`src/rtl/hp_pkg.sv`:
```
package hp_pkg;

    localparam int HP_SLOTS  = 6;
    localparam int HP_GROUPS = 4;
    localparam int HP_FIELD  = 8;
    localparam int HP_CNT_W  = 3;
    localparam int HP_ADDR_W = 2;
    localparam int HP_REG_W  = 32;

    typedef enum logic [HP_ADDR_W-1:0] {
        SEL_STATUS = 2'd0,
        SEL_MASK   = 2'd1
    } hp_sel_e;

endpackage

```
`src/rtl/hp_sync.sv`:
```
module hp_sync #(
    parameter int W = 24
) (
    input  logic         clk,
    input  logic         rst_n,
    input  logic [W-1:0] async_in,
    output logic [W-1:0] sync_out
);
    typedef struct packed {
        logic [W-1:0] meta;
        logic [W-1:0] stable;
    } sync_t;

    sync_t st_d, st_q;

    always_comb begin
        st_d        = st_q;
        st_d.meta   = async_in;
        st_d.stable = st_q.meta;
    end

    always_ff @(posedge clk or negedge rst_n) begin
        if (!rst_n) st_q <= '0;
        else        st_q <= st_d;
    end

    assign sync_out = st_q.stable;

endmodule

```
`src/rtl/hp_slot_mirror.sv`:
```
module hp_slot_mirror #(
    parameter int SLOTS  = 6,
    parameter int GROUPS = 4,
    parameter int CNT_W  = 3,
    localparam int N     = SLOTS * GROUPS
) (
    input  logic [N-1:0]     raw_in,
    input  logic [CNT_W-1:0] slot_count,
    output logic [N-1:0]     mirrored
);
    int last_slot;

    // highest fitted slot index, clamped to 0..SLOTS-1
    always_comb begin
        int n;
        n = {{(32-CNT_W){1'b0}}, slot_count};
        if (n < 1)     n = 1;
        if (n > SLOTS) n = SLOTS;
        last_slot = n - 1;
    end

    always_comb begin
        mirrored = '0;
        for (int g = 0; g < GROUPS; g++) begin
            for (int k = 0; k < SLOTS; k++) begin
                if (k <= last_slot)
                    mirrored[g*SLOTS + k] = raw_in[g*SLOTS + k];
                else
                    mirrored[g*SLOTS + k] = raw_in[g*SLOTS + last_slot];
            end
        end
    end

endmodule

```
`src/rtl/hp_bit_latch.sv`:
```
module hp_bit_latch #(
    parameter int N = 24
) (
    input  logic         clk,
    input  logic         rst_n,
    input  logic [N-1:0] live,
    input  logic [N-1:0] mask,
    input  logic [N-1:0] clr,
    output logic [N-1:0] pend,
    output logic [N-1:0] hold
);
    typedef struct packed {
        logic [N-1:0] pend;
        logic [N-1:0] hold;
        logic [N-1:0] prev;
    } latch_t;

    latch_t st_d, st_q;

    logic [N-1:0] edge_seen;
    logic [N-1:0] stale;
    logic [N-1:0] open_bits;
    logic [N-1:0] trig;

    always_comb begin
        edge_seen = live ^ st_q.prev;
        // a just-cleared bit whose input moved away from the held level
        stale     = ~st_q.pend & (live ^ st_q.hold);
        // bits free to take a new event: idle, or being cleared this cycle
        open_bits = ~st_q.pend | clr;
        trig      = open_bits & ~mask & (edge_seen | stale);

        st_d      = st_q;
        st_d.prev = live;
        st_d.pend = trig | (st_q.pend & ~clr);
        st_d.hold = (trig & live)
                  | (~trig &  st_q.pend & st_q.hold)
                  | (~trig & ~st_q.pend & live);
    end

    always_ff @(posedge clk or negedge rst_n) begin
        if (!rst_n) st_q <= '0;
        else        st_q <= st_d;
    end

    assign pend = st_q.pend;
    assign hold = st_q.hold;

    assert_hold_frozen_R5: assert property (@(posedge clk) disable iff (!rst_n)
        ((st_q.hold ^ $past(st_q.hold)) & $past(st_q.pend & ~clr)) == '0);

    assert_pend_kept_R6: assert property (@(posedge clk) disable iff (!rst_n)
        (~st_q.pend & $past(st_q.pend & ~clr)) == '0);

    assert_mask_blocks_R7: assert property (@(posedge clk) disable iff (!rst_n)
        (st_q.pend & $past(mask & ~st_q.pend)) == '0);

    assert_change_latched_R4: assert property (@(posedge clk) disable iff (!rst_n)
        ($past(~mask & (live ^ st_q.prev) & (~st_q.pend | clr)) & ~st_q.pend) == '0);

    assert_clear_releases_R6: assert property (@(posedge clk) disable iff (!rst_n)
        (st_q.pend & $past(st_q.pend & clr & ~(live ^ st_q.prev))) == '0);

endmodule

```
`src/rtl/hp_intr_reg.sv`:
```
module hp_intr_reg
    import hp_pkg::*;
#(
    parameter int SLOTS  = HP_SLOTS,
    parameter int GROUPS = HP_GROUPS,
    parameter int FIELD  = HP_FIELD,
    parameter int CNT_W  = HP_CNT_W,
    parameter int REG_W  = HP_REG_W,
    localparam int N     = SLOTS * GROUPS
) (
    input  logic                 clk,
    input  logic                 rst_n,
    input  logic [SLOTS-1:0]     card_det_a_n,
    input  logic [SLOTS-1:0]     card_det_b_n,
    input  logic [SLOTS-1:0]     pwr_fault_n,
    input  logic [SLOTS-1:0]     slot_switch_n,
    input  logic [CNT_W-1:0]     slot_count,
    input  logic [HP_ADDR_W-1:0] reg_addr,
    input  logic                 reg_we,
    input  logic [REG_W-1:0]     reg_wdata,
    output logic [REG_W-1:0]     reg_rdata,
    output logic                 irq
);
    // internal order: group 0 switch, 1 fault, 2 detect B, 3 detect A
    function automatic logic [REG_W-1:0] to_reg(input logic [N-1:0] v);
        logic [REG_W-1:0] r;
        r = '0;
        for (int g = 0; g < GROUPS; g++)
            for (int k = 0; k < SLOTS; k++)
                r[g*FIELD + k] = v[g*SLOTS + k];
        return r;
    endfunction

    function automatic logic [N-1:0] from_reg(input logic [REG_W-1:0] r);
        logic [N-1:0] v;
        for (int g = 0; g < GROUPS; g++)
            for (int k = 0; k < SLOTS; k++)
                v[g*SLOTS + k] = r[g*FIELD + k];
        return v;
    endfunction

    localparam logic [REG_W-1:0] USED_BITS = to_reg({N{1'b1}});

    typedef struct packed {
        logic [N-1:0] mask;
    } cfg_t;

    cfg_t cfg_d, cfg_q;

    logic [N-1:0] raw_in, synced, live;
    logic [N-1:0] clr_bits, pend, hold, view;
    logic         wr_status, wr_mask;

    assign raw_in = {card_det_a_n, card_det_b_n, pwr_fault_n, slot_switch_n};

    hp_sync #(.W(N)) u_sync (
        .clk      (clk),
        .rst_n    (rst_n),
        .async_in (raw_in),
        .sync_out (synced)
    );

    hp_slot_mirror #(.SLOTS(SLOTS), .GROUPS(GROUPS), .CNT_W(CNT_W)) u_mirror (
        .raw_in     (synced),
        .slot_count (slot_count),
        .mirrored   (live)
    );

    always_comb begin
        wr_status = reg_we && (reg_addr == SEL_STATUS);
        wr_mask   = reg_we && (reg_addr == SEL_MASK);
        clr_bits  = wr_status ? from_reg(reg_wdata) : '0;
        cfg_d     = cfg_q;
        if (wr_mask) cfg_d.mask = from_reg(reg_wdata);
    end

    always_ff @(posedge clk or negedge rst_n) begin
        if (!rst_n) cfg_q <= '{mask: '1};
        else        cfg_q <= cfg_d;
    end

    hp_bit_latch #(.N(N)) u_latch (
        .clk   (clk),
        .rst_n (rst_n),
        .live  (live),
        .mask  (cfg_q.mask),
        .clr   (clr_bits),
        .pend  (pend),
        .hold  (hold)
    );

    assign view = (pend & hold) | (~pend & live);

    always_comb begin
        case (reg_addr)
            SEL_STATUS: reg_rdata = to_reg(view);
            SEL_MASK:   reg_rdata = to_reg(cfg_q.mask);
            default:    reg_rdata = '0;
        endcase
    end

    assign irq = |pend;

    assert_rsvd_zero_R2: assert property (@(posedge clk) disable iff (!rst_n)
        (reg_rdata & ~USED_BITS) == '0);

    assert_irq_follows_R11: assert property (@(posedge clk) disable iff (!rst_n)
        irq |-> (to_reg(pend) != '0));

endmodule

```
`config.mk`:
```
export PLATFORM = sky130hd
export DESIGN_NAME = hp_intr_reg
export DESIGN_NICKNAME = d
export VERILOG_FILES = /design/src/rtl/hp_pkg.sv /design/src/rtl/hp_sync.sv /design/src/rtl/hp_slot_mirror.sv /design/src/rtl/hp_bit_latch.sv /design/src/rtl/hp_intr_reg.sv
export SDC_FILE = /design/constraint.sdc
export NUM_CORES = 1
export LEC_CHECK = 0
export BUFFER_PORTS_ARGS = -buffer_cell sky130_fd_sc_hd__buf_2
export CAP_MARGIN = 20
export CORE_ASPECT_RATIO = 1.2
export CORE_MARGIN = 4
export CORE_UTILIZATION = 50
export CTS_CLUSTER_DIAMETER = 120
export DETAILED_ROUTE_END_ITERATION = 10
export PLACE_DENSITY = 0.76
export SETUP_SLACK_MARGIN = 0.05
export SYNTH_ARGS = -nofsm -noshare
export SYNTH_HDL_FRONTEND = slang
export SYNTH_SLANG_ARGS = --single-unit
```
`constraint.sdc`:
```
create_clock -name clk -period 5.6 [get_ports clk]
set_clock_uncertainty 0.2 [all_clocks]
set_input_delay 0.28 -clock clk [delete_from_list [all_inputs] [get_ports clk]]
set_output_delay 0.28 -clock clk [all_outputs]
set_load 0.05 [all_outputs]
```
==> reports/summary.json, run 1 <==
{
  "status": "complete, no violations",
  "clk_latency_worst_skew_pair_ns": 0.43,
  "die_width_um": 123,
  "wirelength_um": 20700,
  "critical_path.max_stage_delay_ns": 0.61,
  "post_layout_nonfiller_instances": 1183,
  "utilization_pct": 61.2,
  "slew_viol_final": 0,
  "worstMarginPinSlew_ns": 0.993,
  "final-seq-area_um2": 3630,
  "die_area_um2": 18100,
  "period_needed_ns": 4.92,
  "dpl.cell_count": 1102,
  "ys.warnings.count": 0,
  "critical_path_arrival_ns": 4.44,
  "route.vias.total": 7004,
  "numClockSinks": 144,
  "route.detailed.wl_per_inst_um": 17.5,
  "dp_worst_setup_slack_ns": 0.721,
  "grt_antenna_before_repair": 0,
  "sort_of_element_at_the_start_of_the_critical_path": "input pin",
  "peakVddDrop_mv": 0.222,
  "ctsLongestPathBuffers": 2,
  "cts_inserted_buffers": 17,
  "clk_transition_reported_paths_ns": 0.06,
  "worst-path-max-fanout": 24,
  "p_total_mw": 3.62,
  "area_delta_synth_final_pct": 20.0,
  "finalWorstSetupSlack_ns": 0.685,
  "drtAntennaViolNets": 0,
  "layout.nets": 1033,
  "clock.fmax_mhz": 203,
  "holdBufCountCts": 49,
  "worst_slew_margin_rel_pct": 33.5,
  "worst_hold_path_type": "reg2reg",
  "synth.lib_cells_used.distinct": 82,
  "hpwlAfterDp_um": 14100,
  "worstPathCellList": "buf_2 > nand2b_1 > a21oi_4 > inv_2 > ha_1 > xor2_2 > buf_4 > ha_1 > inv_1 > a211o_1 > a2111oi_2 > o21bai_1 > a221oi_2 > buf_2",
  "hold_violations": 0,
  "num_antenna_cells": 0,
  "tritoncts": "done",
  "grt_setup_unrepaired": "false",
  "avgSynthCellArea_um2": 9.50,
  "grt_start_max_net_pins": 93,
  "gpl.final_weighted_congestion": 0.963,
  "cts_max_level": 4,
  "report.final.setup_viol": 0,
  "fillers": 1365,
  "core.rowCount": 50,
  "cp.required_ns": 5.12,
  "synth_edf_count": 0,
  "worstSetupPathType": "in2out",
  "die_height_um": 146,
  "drt_first_pass_iters": 7,
  "maxCapViolations": 0,
  "yosys_most_used_dff": "dfrtp_1",
  "postCtsSetupRepairBufs": 0,
  "drt_iter0_drc": 591,
  "path_delay_family": "compound AO/OA/AOI/OAI gates",
  "postSynthRegisterBits": 144,
  "layout_worst_path_cycle_share_pct": 87.8,
  "number_of_top_level_pins": 97,
  "timing.critical_path.slowest_stage_cell": "a2111oi_2",
  "share_of_layout_cells_above_drive_strength_1_pct": 19.7,
  "postCtsResizedCells": 0,
  "clock-root-buffer": "clkbuf_16",
  "multi_input_area_um2": 4060,
  "grt_pass1_wl_um": 33800,
  "synth.cell_area_um2": 7980,
  "worstSetupEndpointType": "primary output",
  "design.core.area_um2": 15600,
  "power_per_cell_area_nw_per_um2": 378,
  "fin_setup_tns_ns": 0,
  "start_util_pct": 51.0,
  "syn_inst": 840,
  "route.detailed.vias_per_inst": 5.92,
  "detail_route.drc_violations": 0,
  "io_buffer_count": 80,
  "synth.yosys.seq_area_share_pct": 45.5,
  "gr-usage-all-layers_pct": 23.9,
  "power.static_leakage_nw": 4.07,
  "grt_overflow": 0,
  "first_global_vias": 6786,
  "timing.critical_path.buf_inv": 5,
  "async_flop_share_pct": 100
}
[stage by stage]
stage	cell area (µm²)	hold slack [ns]
2_1_floorplan	8020	-0.216
3_3_place_gp	8520	0.132
3_5_place_dp	8520	0.135
4_1_cts	9570	0.146
5_1_grt	9570	0.149
6_report	9570	0.142
[registers in the layout, summed over array words and instances, names as in the netlist]
signal           flops
cfg_q               24
u_latch.hold        24
u_latch.pend        24
u_latch.st_q        24
u_sync.st_d         24
u_sync.sync_out     24
[synthesized netlist by cell type (4+ instances only)]
cell        n  share of area [%]
dfrtp_1   120                 38
nand2_1    92                4.3
nor2_1     73                3.4
a21oi_1    66                4.1
o31ai_1    31                2.9
inv_1      28                1.3
mux2_2     28                4.0
o21ai_0    28                1.8
clkbuf_1   26                1.2
dfstp_2    24                7.9
nor3_1     21                1.3
nand3_1    20                1.3
nand2b_1   16                1.3
xnor2_1    16                1.8
o211ai_1   15                1.4
mux2i_1    13                1.6
o21ai_1    12               0.75
a211oi_1   11                1.0
a21boi_0   10               0.94
nor4b_1    10                1.1
a22o_1      9               0.99
buf_4       9               0.85
nor4_1      9               0.71
nor2b_1     8               0.63
a21o_1      7               0.66
ha_1        7                1.1
a211o_1     6               0.66
a31oi_1     6               0.47
nand4_1     6               0.47
a32o_1      5               0.63
and2_1      5               0.39
and3_1      5               0.39
o32ai_1     5               0.55
a2111o_1    4               0.56
buf_2       4               0.25
nand3b_1    4               0.38
nand4b_1    4               0.44
o221a_2     4               0.56
o22a_1      4               0.44
[power breakdown]
| group | leakage [nW] | internal (mW) | switching [mW] | total, mW |
|---|---|---|---|---|
| Clock | 0.278 | 0.640 | 0.434 | 1.07 |
| Combinational | 2.18 | 0.434 | 0.571 | 1.01 |
| Sequential | 1.61 | 1.27 | 0.269 | 1.54 |
| Total | 4.07 | 2.34 | 1.27 | 3.62 |
[cells by family (layout without fill, tap and decap cells)]
kind of cell	after synthesis	after routing	synth area share, %
XOR/XNOR	19	19	2.18
AND/OR/NAND/NOR	289	289	17.6
flip-flops	144	144	45.5
adder cells (fa/ha/maj)	7	7	1.10
multiplexers	44	44	6.21
buffers and inverters	73	198	4.01
AO/OA/AOI/OAI	262	262	23.3
other	2	12	0.0941
[cell usage in the layout (no fill, tap or decap), types with 6 or more instances in the layout]
cell / count
a22o_1: 9
clkbuf_16: 17
nand4_1: 6
ha_1: 7
nor3_1: 21
a211o_1: 6
clkinv_2: 7
xnor2_1: 16
dlygate4sd3_1: 49
mux2i_1: 13
nor2_1: 73
buf_4: 6
a211oi_1: 11
o31ai_1: 31
a31oi_1: 6
o21ai_0: 28
a21boi_0: 10
nand2b_1: 16
mux2_2: 28
dfstp_2: 24
a21oi_1: 66
nand3_1: 20
dfrtp_1: 120
nor4_1: 9
a21o_1: 7
nor2b_1: 8
o21ai_1: 12
nor4b_1: 10
buf_2: 79
nand2_1: 92
o211ai_1: 15
conb_1: 12
inv_1: 28
[per-layer routing]
layer / wire length [µm] / share of wire, % / GRT usage [%]
met4: 724 / 3.5 / 10.8
met5: 0 / 0 / 0
met2: 9850 / 48 / 37.6
met3: 1310 / 6.3 / 5.66
met1: 8780 / 43 / 31.1
[area by class of cell]
cell class / count / share of cell area (%)
Tap cell: 208 / 2.72
Clock inverter: 11 / 0.928
Clock buffer: 21 / 4.91
Inverter: 31 / 1.22
Timing Repair Buffer: 135 / 9.84
Sequential cell: 144 / 38.0
Multi-Input combinational cell: 633 / 42.4
[worst paths after layout]
path / start / cells after the start / slack [ns] / end
max in group asynchronous: rst_n / 3 / 3.74 / u_latch.hold[15]
setup / recovery: slot_count[1] / 14 / 0.68 / reg_rdata[11]
setup reg to reg: u_sync.sync_out[0] / 7 / 2.91 / u_latch.pend[1]
hold reg to reg: u_sync.st_d[12] / 0 / 0.14 / u_sync.sync_out[12]
hold / removal: u_sync.st_d[12] / 0 / 0.14 / u_sync.sync_out[12]
min in group asynchronous: rst_n / 2 / 0.29 / u_latch.hold[12]
Note: power is estimated with default switching activity, not from simulation.
==> run 2: changes to the inputs <==
CAP_MARGIN = default   (was 20)
CELL_PAD_IN_SITES_DETAIL_PLACEMENT = 1   (was default)
CELL_PAD_IN_SITES_GLOBAL_PLACEMENT = 2   (was default)
CORE_UTILIZATION = 37   (was 50)
PLACE_DENSITY = 0.86   (was 0.76)
==> reports/summary.json, run 2 (same netlist as run 1, synthesis figures left out) <==
{
  "clock.fmax_mhz": 217,
  "drtAntennaViolNets": 0,
  "route.vias.total": 7039,
  "start_util_pct": 37.8,
  "fillers": 2419,
  "timing.critical_path.slowest_stage_cell": "a2111oi_2",
  "r2r_slack_ns": 2.96,
  "grt_overflow": 0,
  "cp.required_ns": 5.12,
  "layout_commonest_cell": "dfrtp_1",
  "route.detailed.wl_per_inst_um": 19.5,
  "num_antenna_cells": 0,
  "clock-root-buffer": "clkbuf_16",
  "report.final.setup_viol": 0,
  "worstSetupPathType": "in2out",
  "drt_first_pass_iters": 4,
  "hp-start": "u_sync.st_d[11]",
  "postCtsSetupRepairBufs": 0,
  "worst_slew_margin_rel_pct": 34.0,
  "power_per_cell_area_nw_per_um2": 383,
  "gpl.final_weighted_congestion": 0.859,
  "gr-usage-all-layers_pct": 21.1,
  "path_delay_family": "compound AO/OA/AOI/OAI gates",
  "cts_inserted_buffers": 17,
  "die_width_um": 142,
  "ctsLongestPathBuffers": 2,
  "detail_route.drc_violations": 0,
  "worst-path-max-fanout": 15,
  "period_needed_ns": 4.61,
  "design.core.area_um2": 21100,
  "postCtsResizedCells": 0,
  "io_buffer_count": 80,
  "regToRegStartpoint": "u_sync.sync_out[0]",
  "holdBufCountCts": 49,
  "critical_path.max_stage_delay_ns": 0.61,
  "first_global_vias": 7256,
  "grt_antenna_before_repair": 1,
  "grt_pass1_wl_um": 40000,
  "mostFrequentLayoutCells": "dfrtp_1 (120), nand2_1 (92), buf_2 (79), nor2_1 (73), a21oi_1 (66)",
  "critical_path_arrival_ns": 4.13,
  "core.rowCount": 58,
  "hold_violations": 0,
  "final.hold.worst_slack_ns": 0.148,
  "clk_transition_reported_paths_ns": 0.06,
  "peakVddDrop_mv": 0.215,
  "wirelength_um": 24400,
  "route.detailed.vias_per_inst": 5.63,
  "sort_of_element_at_the_start_of_the_critical_path": "input pin",
  "grt_setup_unrepaired": "false",
  "area_delta_synth_final_pct": 21.9,
  "ff2ff_path_depth": 7,
  "numClockSinks": 144,
  "grt_start_max_net_pins": 94,
  "power.static_leakage_nw": 4.10,
  "hpwlAfterDp_um": 16800,
  "tritoncts": "done",
  "die_height_um": 169,
  "layout.nets": 1038,
  "timing.hold.worst_path_depth": 0,
  "worstPathCellList": "buf_2 > nand2b_1 > a21oi_4 > inv_2 > ha_1 > xor2_2 > buf_4 > ha_1 > inv_1 > a211o_1 > a2111oi_2 > o21bai_1 > a221oi_2 > buf_2",
  "min_to": "u_sync.sync_out[11]",
  "cts_max_level": 4,
  "worstSetupEndpointType": "primary output",
  "share_of_layout_cells_above_drive_strength_1_pct": 20.0,
  "number_of_top_level_pins": 97,
  "worst_hold_path_type": "reg2reg",
  "die_area_um2": 24000,
  "layout_worst_path_cycle_share_pct": 82.2,
  "maxCapViolations": 0,
  "fin_setup_tns_ns": 0,
  "worstMarginPinSlew_ns": 0.986,
  "regToRegEndpoint": "u_latch.pend[2]",
  "clk_latency_worst_skew_pair_ns": 0.42,
  "slew_viol_final": 0,
  "status": "complete, no violations",
  "timing.critical_path.buf_inv": 5,
  "drt_iter0_drc": 403
}
## run 2: changes by cell type in the layout (fill, tap and decap cells not counted)
cell,before,now
buf_4,6,11
clkinvlp_4,2,3
clkbuf_1,1,2
clkbuf_8,3,4
bufinv_16,1,2
clkinv_4,1,0
clkinv_2,7,3
inv_6,0,1
## run 2: report_power, final
group / internal [mW] / switching [mW] / total [mW]
registers: 1.27 / 0.278 / 1.55
clock network: 0.702 / 0.447 / 1.15
logic: 0.439 / 0.593 / 1.03
total: 2.41 / 1.32 / 3.73
## run 2: how the worst max path moves through the flow
stage,from,end,slack (ns),depth (start not counted)
3_3_place_gp,slot_count[1],reg_rdata[11],1.06,14
6_report,slot_count[1],reg_rdata[11],0.99,14
2_1_floorplan,slot_count[1],reg_rdata[19],0.31,16
4_1_cts,slot_count[1],reg_rdata[11],0.97,14
3_5_place_dp,slot_count[1],reg_rdata[11],0.99,14
5_1_grt,slot_count[1],reg_rdata[26],0.62,16
## run 2: through the flow
| step | power, mW | utilization, % | std cells | worst slack (ns) | area (µm²) |
|---|---|---|---|---|---|
| floorplan | 2.25 | - | 850 | 0.309 | 8020 |
| global placement | 2.53 | 40.9 | 1169 | 1.06 | 8640 |
| detailed placement | 2.55 | 40.9 | 1169 | 0.994 | 8640 |
| CTS | 3.76 | 46.0 | 1250 | 0.974 | 9720 |
| global route | 3.96 | 46.0 | 1250 | 0.617 | 9720 |
| finish | 3.73 | 46.0 | 1250 | 0.995 | 9720 |
## run 2: area by class of cell
cell class                      count  area, µm²  share of cell area, %
Multi-Input combinational cell    633       4060                   41.8
Sequential cell                   144       3630                   37.4
Timing Repair Buffer              140        980                   10.1
Clock buffer                       23        488                   5.02
Tap cell                          270        338                   3.47
Inverter                           31        116                   1.20
Clock inverter                      9        106                   1.09
## run 2: worst register-to-register path, stage by stage, from the launching register on
cell	delay (ns)
dfrtp_1	0.56
nor2_1	0.07
mux2_2	0.30
or2_0	0.21
mux4_2	0.56
o21ai_2	0.35
xnor2_1	0.18
o21ai_1	0.10
## run 2: layer usage
layer,part of all wire (%),track usage [%]
met2,51,36.1
met4,1.9,6.64
met3,2.7,3.31
met1,44,27.3
met5,0.053,0
